--- src/rtl/pri_mem_arb_pkg.sv ---
package pri_mem_arb_pkg;
   // owner of the offered beat
   typedef enum logic [1:0] {
      OWN_NONE = 2'd0,
      OWN_CPU  = 2'd1,
      OWN_DMA  = 2'd2
   } owner_e;

   // legal processor burst lengths
   localparam int unsigned CPU_RD_SHORT = 1;
   localparam int unsigned CPU_RD_LONG  = 8;
   localparam int unsigned CPU_WR_LEN   = 1;
endpackage

--- src/rtl/pri_mem_arb_cpu.sv ---
module pri_mem_arb_cpu
   import pri_mem_arb_pkg::*;
#(
   parameter int unsigned ADDR_W    = 24,
   parameter int unsigned CPU_LEN_W = 4
) (
   input  logic                 clk,
   input  logic                 rst_n,
   input  logic                 req_i,
   input  logic [ADDR_W-1:0]    addr_i,
   input  logic                 wr_i,
   input  logic [CPU_LEN_W-1:0] len_i,
   input  logic                 take_ok_i,
   input  logic                 ready_i,
   output logic                 ack_o,
   output logic                 rej_o,
   output logic                 busy_o,
   output logic [ADDR_W-1:0]    addr_o,
   output logic                 wr_o,
   output logic [CPU_LEN_W-1:0] left_o
);
   localparam logic [CPU_LEN_W-1:0] ONE  = CPU_LEN_W'(1);
   localparam logic [CPU_LEN_W-1:0] LEN1 = CPU_LEN_W'(CPU_RD_SHORT);
   localparam logic [CPU_LEN_W-1:0] LEN8 = CPU_LEN_W'(CPU_RD_LONG);
   localparam logic [CPU_LEN_W-1:0] LENW = CPU_LEN_W'(CPU_WR_LEN);

   logic                 busy_q;
   logic [ADDR_W-1:0]    addr_q;
   logic                 wr_q;
   logic [CPU_LEN_W-1:0] left_q;
   logic                 legal;
   logic                 offer;
   logic                 fire;

   always_comb begin
      if (wr_i) legal = (len_i == LENW);
      else      legal = (len_i == LEN1) || (len_i == LEN8);
   end

   assign offer = req_i && !busy_q && take_ok_i;
   assign ack_o = offer && legal;
   assign rej_o = offer && !legal;
   assign fire  = busy_q && ready_i;

   always_ff @(posedge clk) begin
      if (!rst_n) begin
         busy_q <= 1'b0;
         addr_q <= '0;
         wr_q   <= 1'b0;
         left_q <= '0;
      end else if (ack_o) begin
         busy_q <= 1'b1;
         addr_q <= addr_i;
         wr_q   <= wr_i;
         left_q <= len_i;
      end else if (fire) begin
         addr_q <= addr_q + ADDR_W'(1);
         left_q <= left_q - ONE;
         if (left_q == ONE) busy_q <= 1'b0;
      end
   end

   assign busy_o = busy_q;
   assign addr_o = addr_q;
   assign wr_o   = wr_q;
   assign left_o = left_q;

   // an active processor burst always has words left
   p_left_live_r2: assert property (@(posedge clk) disable iff (!rst_n)
      busy_q |-> (left_q != '0));
   // a refused request starts no burst
   p_rej_idle_r3: assert property (@(posedge clk) disable iff (!rst_n)
      rej_o |=> !busy_q);
   // each taken beat advances the address by one word
   p_step_r2: assert property (@(posedge clk) disable iff (!rst_n)
      (fire && left_q != ONE) |=> (addr_q == $past(addr_q) + ADDR_W'(1)));
endmodule

--- src/rtl/pri_mem_arb_dma.sv ---
module pri_mem_arb_dma #(
   parameter int unsigned ADDR_W = 24,
   parameter int unsigned SEC_W  = 8,
   parameter int unsigned SCNT_W = 8,
   localparam int unsigned LEN_W = SEC_W + SCNT_W
) (
   input  logic              clk,
   input  logic              rst_n,
   input  logic              req_i,
   input  logic [ADDR_W-1:0] addr_i,
   input  logic              wr_i,
   input  logic [SCNT_W-1:0] sectors_i,
   input  logic [SEC_W-1:0]  sec_words_i,
   input  logic              pause_i,
   input  logic              cpu_busy_i,
   input  logic              ready_i,
   output logic              ack_o,
   output logic              go_o,
   output logic [ADDR_W-1:0] addr_o,
   output logic              wr_o,
   output logic [LEN_W-1:0]  left_o
);
   localparam logic [LEN_W-1:0] ONE = LEN_W'(1);

   logic              active_q;
   logic              hold_q;
   logic [ADDR_W-1:0] addr_q;
   logic              wr_q;
   logic [LEN_W-1:0]  left_q;
   logic [LEN_W-1:0]  total;
   logic              fire;
   logic              last_fire;

   assign total     = LEN_W'(sectors_i) * LEN_W'(sec_words_i);
   // a beat already offered is kept even when pause rises
   assign go_o      = active_q && !cpu_busy_i && (!pause_i || hold_q);
   assign fire      = go_o && ready_i;
   assign last_fire = fire && (left_q == ONE);
   assign ack_o     = req_i && (!active_q || last_fire);

   always_ff @(posedge clk) begin
      if (!rst_n) begin
         active_q <= 1'b0;
         hold_q   <= 1'b0;
         addr_q   <= '0;
         wr_q     <= 1'b0;
         left_q   <= '0;
      end else begin
         hold_q <= go_o && !ready_i;
         if (ack_o) begin
            active_q <= (total != '0);
            addr_q   <= addr_i;
            wr_q     <= wr_i;
            left_q   <= total;
         end else if (fire) begin
            addr_q <= addr_q + ADDR_W'(1);
            left_q <= left_q - ONE;
            if (left_q == ONE) active_q <= 1'b0;
         end
      end
   end

   assign addr_o = addr_q;
   assign wr_o   = wr_q;
   assign left_o = left_q;

   // each taken beat steps address up and count down by one
   p_step_r5: assert property (@(posedge clk) disable iff (!rst_n)
      (fire && left_q != ONE) |=>
         (addr_q == $past(addr_q) + ADDR_W'(1)) && (left_q == $past(left_q) - ONE));
   // position is frozen while the processor owns the path
   p_frozen_r7: assert property (@(posedge clk) disable iff (!rst_n)
      (cpu_busy_i && active_q && !ack_o) |=> ($stable(addr_q) && $stable(left_q)));
   // a request taken on the last beat leaves the port active
   p_chain_r9: assert property (@(posedge clk) disable iff (!rst_n)
      (last_fire && req_i && total != '0) |=> active_q);
endmodule

--- src/rtl/pri_mem_arb.sv ---
module pri_mem_arb
   import pri_mem_arb_pkg::*;
#(
   parameter int unsigned ADDR_W    = 24,
   parameter int unsigned SEC_W     = 8,
   parameter int unsigned SCNT_W    = 8,
   parameter int unsigned CPU_LEN_W = 4,
   localparam int unsigned LEN_W    = SEC_W + SCNT_W
) (
   input  logic                 clk,
   input  logic                 rst_n,
   input  logic [SEC_W-1:0]     cfg_sector_words,
   input  logic                 cpu_req,
   input  logic [ADDR_W-1:0]    cpu_addr,
   input  logic                 cpu_write,
   input  logic [CPU_LEN_W-1:0] cpu_len,
   output logic                 cpu_ack,
   output logic                 cpu_rej,
   input  logic                 dma_req,
   input  logic [ADDR_W-1:0]    dma_addr,
   input  logic                 dma_write,
   input  logic [SCNT_W-1:0]    dma_sectors,
   input  logic                 dma_pause,
   output logic                 dma_ack,
   input  logic                 seq_ready,
   output logic                 cmd_valid,
   output logic                 gnt_cpu,
   output logic                 gnt_dma,
   output logic [ADDR_W-1:0]    cmd_addr,
   output logic                 cmd_write,
   output logic [LEN_W-1:0]     cmd_len
);
   // elaboration-time parameter checks
   generate
      if (CPU_LEN_W < 4) begin : g_bad_cpu_len
         $error("CPU_LEN_W must hold the value 8");
      end
      if (LEN_W <= CPU_LEN_W) begin : g_bad_len
         $error("DMA length field must be wider than the processor length");
      end
      if (ADDR_W < 2) begin : g_bad_addr
         $error("ADDR_W too small");
      end
   endgenerate

   logic                 take_ok;
   logic                 cpu_busy;
   logic [ADDR_W-1:0]    cpu_cur_addr;
   logic                 cpu_cur_wr;
   logic [CPU_LEN_W-1:0] cpu_left;
   logic                 dma_go;
   logic [ADDR_W-1:0]    dma_cur_addr;
   logic                 dma_cur_wr;
   logic [LEN_W-1:0]     dma_left;
   owner_e               owner;

   // no new processor burst while an offered beat waits
   assign take_ok = !(cmd_valid && !seq_ready);

   pri_mem_arb_cpu #(
      .ADDR_W    (ADDR_W),
      .CPU_LEN_W (CPU_LEN_W)
   ) u_cpu (
      .clk       (clk),
      .rst_n     (rst_n),
      .req_i     (cpu_req),
      .addr_i    (cpu_addr),
      .wr_i      (cpu_write),
      .len_i     (cpu_len),
      .take_ok_i (take_ok),
      .ready_i   (seq_ready),
      .ack_o     (cpu_ack),
      .rej_o     (cpu_rej),
      .busy_o    (cpu_busy),
      .addr_o    (cpu_cur_addr),
      .wr_o      (cpu_cur_wr),
      .left_o    (cpu_left)
   );

   pri_mem_arb_dma #(
      .ADDR_W (ADDR_W),
      .SEC_W  (SEC_W),
      .SCNT_W (SCNT_W)
   ) u_dma (
      .clk         (clk),
      .rst_n       (rst_n),
      .req_i       (dma_req),
      .addr_i      (dma_addr),
      .wr_i        (dma_write),
      .sectors_i   (dma_sectors),
      .sec_words_i (cfg_sector_words),
      .pause_i     (dma_pause),
      .cpu_busy_i  (cpu_busy),
      .ready_i     (seq_ready),
      .ack_o       (dma_ack),
      .go_o        (dma_go),
      .addr_o      (dma_cur_addr),
      .wr_o        (dma_cur_wr),
      .left_o      (dma_left)
   );

   always_comb begin
      if (cpu_busy)    owner = OWN_CPU;
      else if (dma_go) owner = OWN_DMA;
      else             owner = OWN_NONE;
   end

   always_comb begin
      gnt_cpu   = 1'b0;
      gnt_dma   = 1'b0;
      cmd_addr  = '0;
      cmd_write = 1'b0;
      cmd_len   = '0;
      unique case (owner)
         OWN_CPU: begin
            gnt_cpu   = 1'b1;
            cmd_addr  = cpu_cur_addr;
            cmd_write = cpu_cur_wr;
            cmd_len   = LEN_W'(cpu_left);
         end
         OWN_DMA: begin
            gnt_dma   = 1'b1;
            cmd_addr  = dma_cur_addr;
            cmd_write = dma_cur_wr;
            cmd_len   = dma_left;
         end
         default: ;
      endcase
   end

   assign cmd_valid = gnt_cpu | gnt_dma;

   // grants never overlap
   p_onehot_r10: assert property (@(posedge clk) disable iff (!rst_n)
      $onehot0({gnt_cpu, gnt_dma}));
   // an accepted processor request owns the next beat
   p_cpu_next_r4: assert property (@(posedge clk) disable iff (!rst_n)
      cpu_ack |=> (gnt_cpu && !gnt_dma));
   // an untaken beat is held unchanged
   p_hold_r8: assert property (@(posedge clk) disable iff (!rst_n)
      (cmd_valid && !seq_ready) |=>
         (cmd_valid && $stable(cmd_addr) && $stable(cmd_len)
          && $stable(gnt_cpu) && $stable(cmd_write)));
   // accept and refuse are exclusive
   p_ack_rej_r3: assert property (@(posedge clk) disable iff (!rst_n)
      !(cpu_ack && cpu_rej));
endmodule

--- config.mk ---
export PLATFORM = sky130hd
export DESIGN_NAME = pri_mem_arb
export DESIGN_NICKNAME = d
export VERILOG_FILES = /design/src/rtl/pri_mem_arb_pkg.sv /design/src/rtl/pri_mem_arb_cpu.sv /design/src/rtl/pri_mem_arb_dma.sv /design/src/rtl/pri_mem_arb.sv
export SDC_FILE = /design/constraint.sdc
export NUM_CORES = 1
export LEC_CHECK = 0
export ABC_AREA = 1
export BUFFER_PORTS_ARGS = -buffer_cell sky130_fd_sc_hd__buf_2
export CAP_MARGIN = 5
export CORE_AREA = 2 2 143 145
export DETAILED_ROUTE_END_ITERATION = 10
export DIE_AREA = 0 0 145 147
export SYNTH_ARGS = -nofsm -noshare
export SYNTH_HDL_FRONTEND = slang
export SYNTH_HIERARCHICAL = 1
export SYNTH_SLANG_ARGS = --single-unit
export TNS_END_PERCENT = 1
--- constraint.sdc ---
create_clock -name clk -period 10.9 [get_ports clk]
set_clock_uncertainty 0.05 [all_clocks]
set_input_delay 1.635 -clock clk [delete_from_list [all_inputs] [get_ports clk]]
set_output_delay 1.635 -clock clk [all_outputs]
set_load 0.03 [all_outputs]
==> flow_summary_export.csv <==
group,metric,value,unit
status,outcome,"finished clean",
sta,final.min_clock_period,5793,ps
sta,final.setup.worst_slack,5107,ps
job,drv_cap,0,
layout,final_util,0.4462,
clock_network,worst_setup_hold_path_clk_slew,60,ps
power,power_frac_comb,0.471,
clock_network,cts_resized,0,
place,place_area,8524,µm²
clock_network,cts.sink_count,73,
floorplanning,floorplan_core_area,19840,µm²
grt,grt_max_degree,40,
setup_path,worst_r2r_path_depth,17,
hold_path,whs_path_depth,2,
floorplanning,floorplan.die_area,21320,µm²
layout,final_net_count,1514,
setup_path,worstPathArrival,4110,ps
clock_network,clock_tree.htree_level_count,3,
logic_synthesis,synthFlopType,"sky130_fd_sc_hd__dfxtp_1",
place,number_of_port_buffers,122,
place,finalWeightedCongestion,0.9415,
power,power.static_leakage,4.800,nW
logic_synthesis,avgSynthCellArea,6.132,µm²
place,placed_cells,1619,
logic_synthesis,netlist_instances,1277,
sta,tightest_slew,898.0,ps
sta,fmaxAchievable,172.6,MHz
setup_path,r2r_slack,7450,ps
drt,routed_wirelength,22680,µm
place,sum_of_net_half_perimeters_after_detailed_placement,17770,µm
sta,timing.slew.headroom,0.4007,
place,place_ws,5154,ps
grt,global_route.usage.total,0.2126,
power,p_sw,525.8,µW
grt,congestion_overflow_gr,0,
grt,via_count_of_the_first_global_routing_pass,7576,
clock_network,cts_inserted_buffers,9,
clock_network,post_cts.repair.setup_buffers,0,
logic_synthesis,synth_seq_cells,73,
drt,detail_route.vias_per_cell,4.875,
setup_path,crit_path_end,"cpu_ack",
layout,area.sequential,1461,µm²
layout,multi_input_gate_area_in_the_final_layout,5170,µm²
sta,finalMaxSlewViolations,0,
grt,grt_first_pass_wirelength,37140,µm
sta,setup_violations,0,
layout,n_fill_cell,2141,
power,intPower,713.2,µW
power,switching_share,0.4244,
clock_network,cts_tree,"done",
power,ir_worst_vdd,0.00008758,V
sta,rsz0062_at_grt,"no",
setup_path,worstPathMaxFanout,31,
layout,post-route-cell-area,8855,µm²
logic_synthesis,ys_seq_area_frac,0.1866,
floorplanning,die_x,145,µm
sta,tns,0,ps
logic_synthesis,post_synth_num_cell_types,43,
layout,layout-drive-gt1-share,0.1341,
setup_path,r2r-end,"u_cpu/addr_o[14]$_SDFFE_PN0P_",
sta,finalHoldViolations,0,
drt,via_count,7970,
drt,drt_pre_antenna_iters,7,
power,pwr-share-seq,0.264,
clock_network,clockBufferDepth,2,
drt,drc,0,
clock_network,worstSkewPairLatency,330,ps
setup_path,worstReg2RegStart,"u_dma/active_q$_SDFFE_PN0P_",
logic_synthesis,postSynth.asyncResetShare,0,
drt,wl_per_cell,13.87,µm
floorplanning,pin_count,123,
sta,fin_worst_hold_slack,419.0,ps
floorplanning,initial_utilization,0.3946,
grt,antenna_found_initial,0,
floorplanning,rows,52,
logic_synthesis,yosys_synthesis_warning_count,6,
setup_path,critPathLaunchType,"input port",
clock_network,cts_root_buffer,"sky130_fd_sc_hd__clkbuf_16",
sta,timing.final.crit_share,0.5315,
logic_synthesis,synth_nets,1431,
logic_synthesis,netlist_area,7830,µm²
setup_path,cp.required,9220,ps
layout,synthToLayoutAreaGrowth,13.09,%
power,share_clk_of_total_power,0.266,
clock_network,post_cts_hold_buffer_count,0,
hold_path,hold_path_class,"reg2reg",
floorplanning,fp.dieH,147,µm
setup_path,crit_end_element,"output pin",
setup_path,start_to_end_type_of_the_worst_setup_path,"in2out",
power,report.power.total,1.239,mW
layout,antenna_cells_inserted,0,
drt,ant_nets,0,
setup_path,timing.critical_path.from,"dma_pause",
logic_synthesis,synth_enable_flop_cells,0,
power,power_density,139.9,nW/µm²
drt,drt_iter0_markers,458,
layout,finish.cell_count_without_fillers,1635,
sequential cells by signal, indices dropped and copies added, names as in the netlist:
signal,flops
u_cpu/addr_o,24
u_dma/addr_o,24
u_dma/left_o,16
u_cpu/left_o,4
u_cpu/busy_o,1
u_cpu/wr_o,1
u_dma/active_q,1
u_dma/hold_q,1
u_dma/wr_o,1
area by class of cell:
| class | instances | area share |
|---|---|---|
| sequential | 73 | 0.1650 |
| clock inverter | 5 | 0.008761 |
| clock buffer | 11 | 0.02854 |
| multi-input combinational | 907 | 0.5839 |
| timing repair buffer | 126 | 0.07235 |
| inverter | 243 | 0.1033 |
| tap | 270 | 0.03815 |
cells in the mapped netlist (4+ instances only):
master / instances / area [µm²]
sky130_fd_sc_hd__nand2_1: 382 / 1434
sky130_fd_sc_hd__inv_1: 234 / 878.3
sky130_fd_sc_hd__nand3_1: 114 / 570.6
sky130_fd_sc_hd__nor2_1: 100 / 375.4
sky130_fd_sc_hd__dfxtp_1: 73 / 1461
sky130_fd_sc_hd__a21oi_1: 43 / 215.2
sky130_fd_sc_hd__ha_1: 42 / 525.5
sky130_fd_sc_hd__o21ai_0: 37 / 185.2
sky130_fd_sc_hd__fa_1: 36 / 720.7
sky130_fd_sc_hd__clkbuf_1: 28 / 105.1
sky130_fd_sc_hd__nand4_1: 26 / 162.7
sky130_fd_sc_hd__xor2_1: 26 / 227.7
sky130_fd_sc_hd__nor3_1: 15 / 75.07
sky130_fd_sc_hd__xnor2_1: 15 / 131.4
sky130_fd_sc_hd__buf_2: 14 / 70.07
sky130_fd_sc_hd__nand2_2: 10 / 62.56
sky130_fd_sc_hd__a21oi_2: 7 / 61.31
sky130_fd_sc_hd__buf_4: 7 / 52.55
sky130_fd_sc_hd__a31oi_1: 6 / 37.54
sky130_fd_sc_hd__inv_2: 6 / 22.52
sky130_fd_sc_hd__nor2_4: 6 / 67.56
sky130_fd_sc_hd__o211ai_1: 6 / 45.04
sky130_fd_sc_hd__buf_6: 5 / 56.30
sky130_fd_sc_hd__nand3b_1: 5 / 37.54
sky130_fd_sc_hd__o21ai_1: 5 / 25.02
sky130_fd_sc_hd__nor2_2: 4 / 25.02
worst min path at each step:
stage | slack, ps | end | startpoint
2_1_floorplan | 390 | u_cpu/wr_o$_SDFFE_PN0P_ | u_cpu/wr_o$_SDFFE_PN0P_
3_3_place_gp | 400 | u_cpu/wr_o$_SDFFE_PN0P_ | u_cpu/wr_o$_SDFFE_PN0P_
3_5_place_dp | 410 | u_cpu/wr_o$_SDFFE_PN0P_ | u_cpu/wr_o$_SDFFE_PN0P_
4_1_cts | 420 | u_cpu/wr_o$_SDFFE_PN0P_ | u_cpu/wr_o$_SDFFE_PN0P_
5_1_grt | 450 | u_cpu/wr_o$_SDFFE_PN0P_ | u_cpu/wr_o$_SDFFE_PN0P_
6_report | 420 | u_cpu/wr_o$_SDFFE_PN0P_ | u_cpu/wr_o$_SDFFE_PN0P_
critical path, cell delays in order:
cell and delay [ps]:
sky130_fd_sc_hd__buf_2 110, sky130_fd_sc_hd__nand2_1 50, sky130_fd_sc_hd__nand2_1 140, sky130_fd_sc_hd__inv_1 410
sky130_fd_sc_hd__inv_2 150, sky130_fd_sc_hd__nand2_2 80, sky130_fd_sc_hd__nand2_1 80, sky130_fd_sc_hd__nand2_1 50
sky130_fd_sc_hd__nor2_1 520, sky130_fd_sc_hd__nand3_1 140, sky130_fd_sc_hd__buf_4 280, sky130_fd_sc_hd__inv_4 200
sky130_fd_sc_hd__buf_2 230
power groups by stage:
stage               Clock (mW)  Combinational [mW]  Sequential, mW
floorplan                    0               0.447           0.320
global placement             0               0.582           0.333
detailed placement           0               0.583           0.333
CTS                      0.337               0.587           0.327
global route             0.347               0.675           0.331
finish                   0.329               0.583           0.327
cell usage in the layout (no fill, tap or decap), types with 6 or more instances in the layout:
cell                        instances
sky130_fd_sc_hd__ha_1              42
sky130_fd_sc_hd__inv_2              6
sky130_fd_sc_hd__nor2_4             6
sky130_fd_sc_hd__inv_1            234
sky130_fd_sc_hd__o21ai_0           37
sky130_fd_sc_hd__a21oi_2            7
sky130_fd_sc_hd__dfxtp_1           73
sky130_fd_sc_hd__a21oi_1           43
sky130_fd_sc_hd__o211ai_1           6
sky130_fd_sc_hd__clkbuf_16          9
sky130_fd_sc_hd__xor2_1            26
sky130_fd_sc_hd__nor3_1            15
sky130_fd_sc_hd__fa_1              36
sky130_fd_sc_hd__nor2_1           100
sky130_fd_sc_hd__nand2_2           10
sky130_fd_sc_hd__nand3_1          114
sky130_fd_sc_hd__a31oi_1            6
sky130_fd_sc_hd__nand2_1          382
sky130_fd_sc_hd__xnor2_1           15
sky130_fd_sc_hd__nand4_1           26
sky130_fd_sc_hd__buf_2            122
per-layer routing:
layer	track usage	up-vias	share of wire	wire, µm
li1	-	4101	-	-
met1	0.2742	3612	0.46	10350
met2	0.3662	231	0.47	10640
met3	0.03789	26	0.055	1240
met4	0.05941	0	0.020	454
met5	0	-	0	0
kinds of logic after synthesis:
| family | Yosys count | synth area share |
|---|---|---|
| muxes | 1 | 0.001278 |
| xor gates and xnor gates | 41 | 0.04586 |
| buffers and inverters | 297 | 0.1531 |
| adders and majority gates | 78 | 0.1592 |
| and+or+nand+nor | 674 | 0.3725 |
| DFF | 73 | 0.1866 |
| AOI/OAI and AO/OA | 113 | 0.08150 |
(Power assumes the default switching activity.)
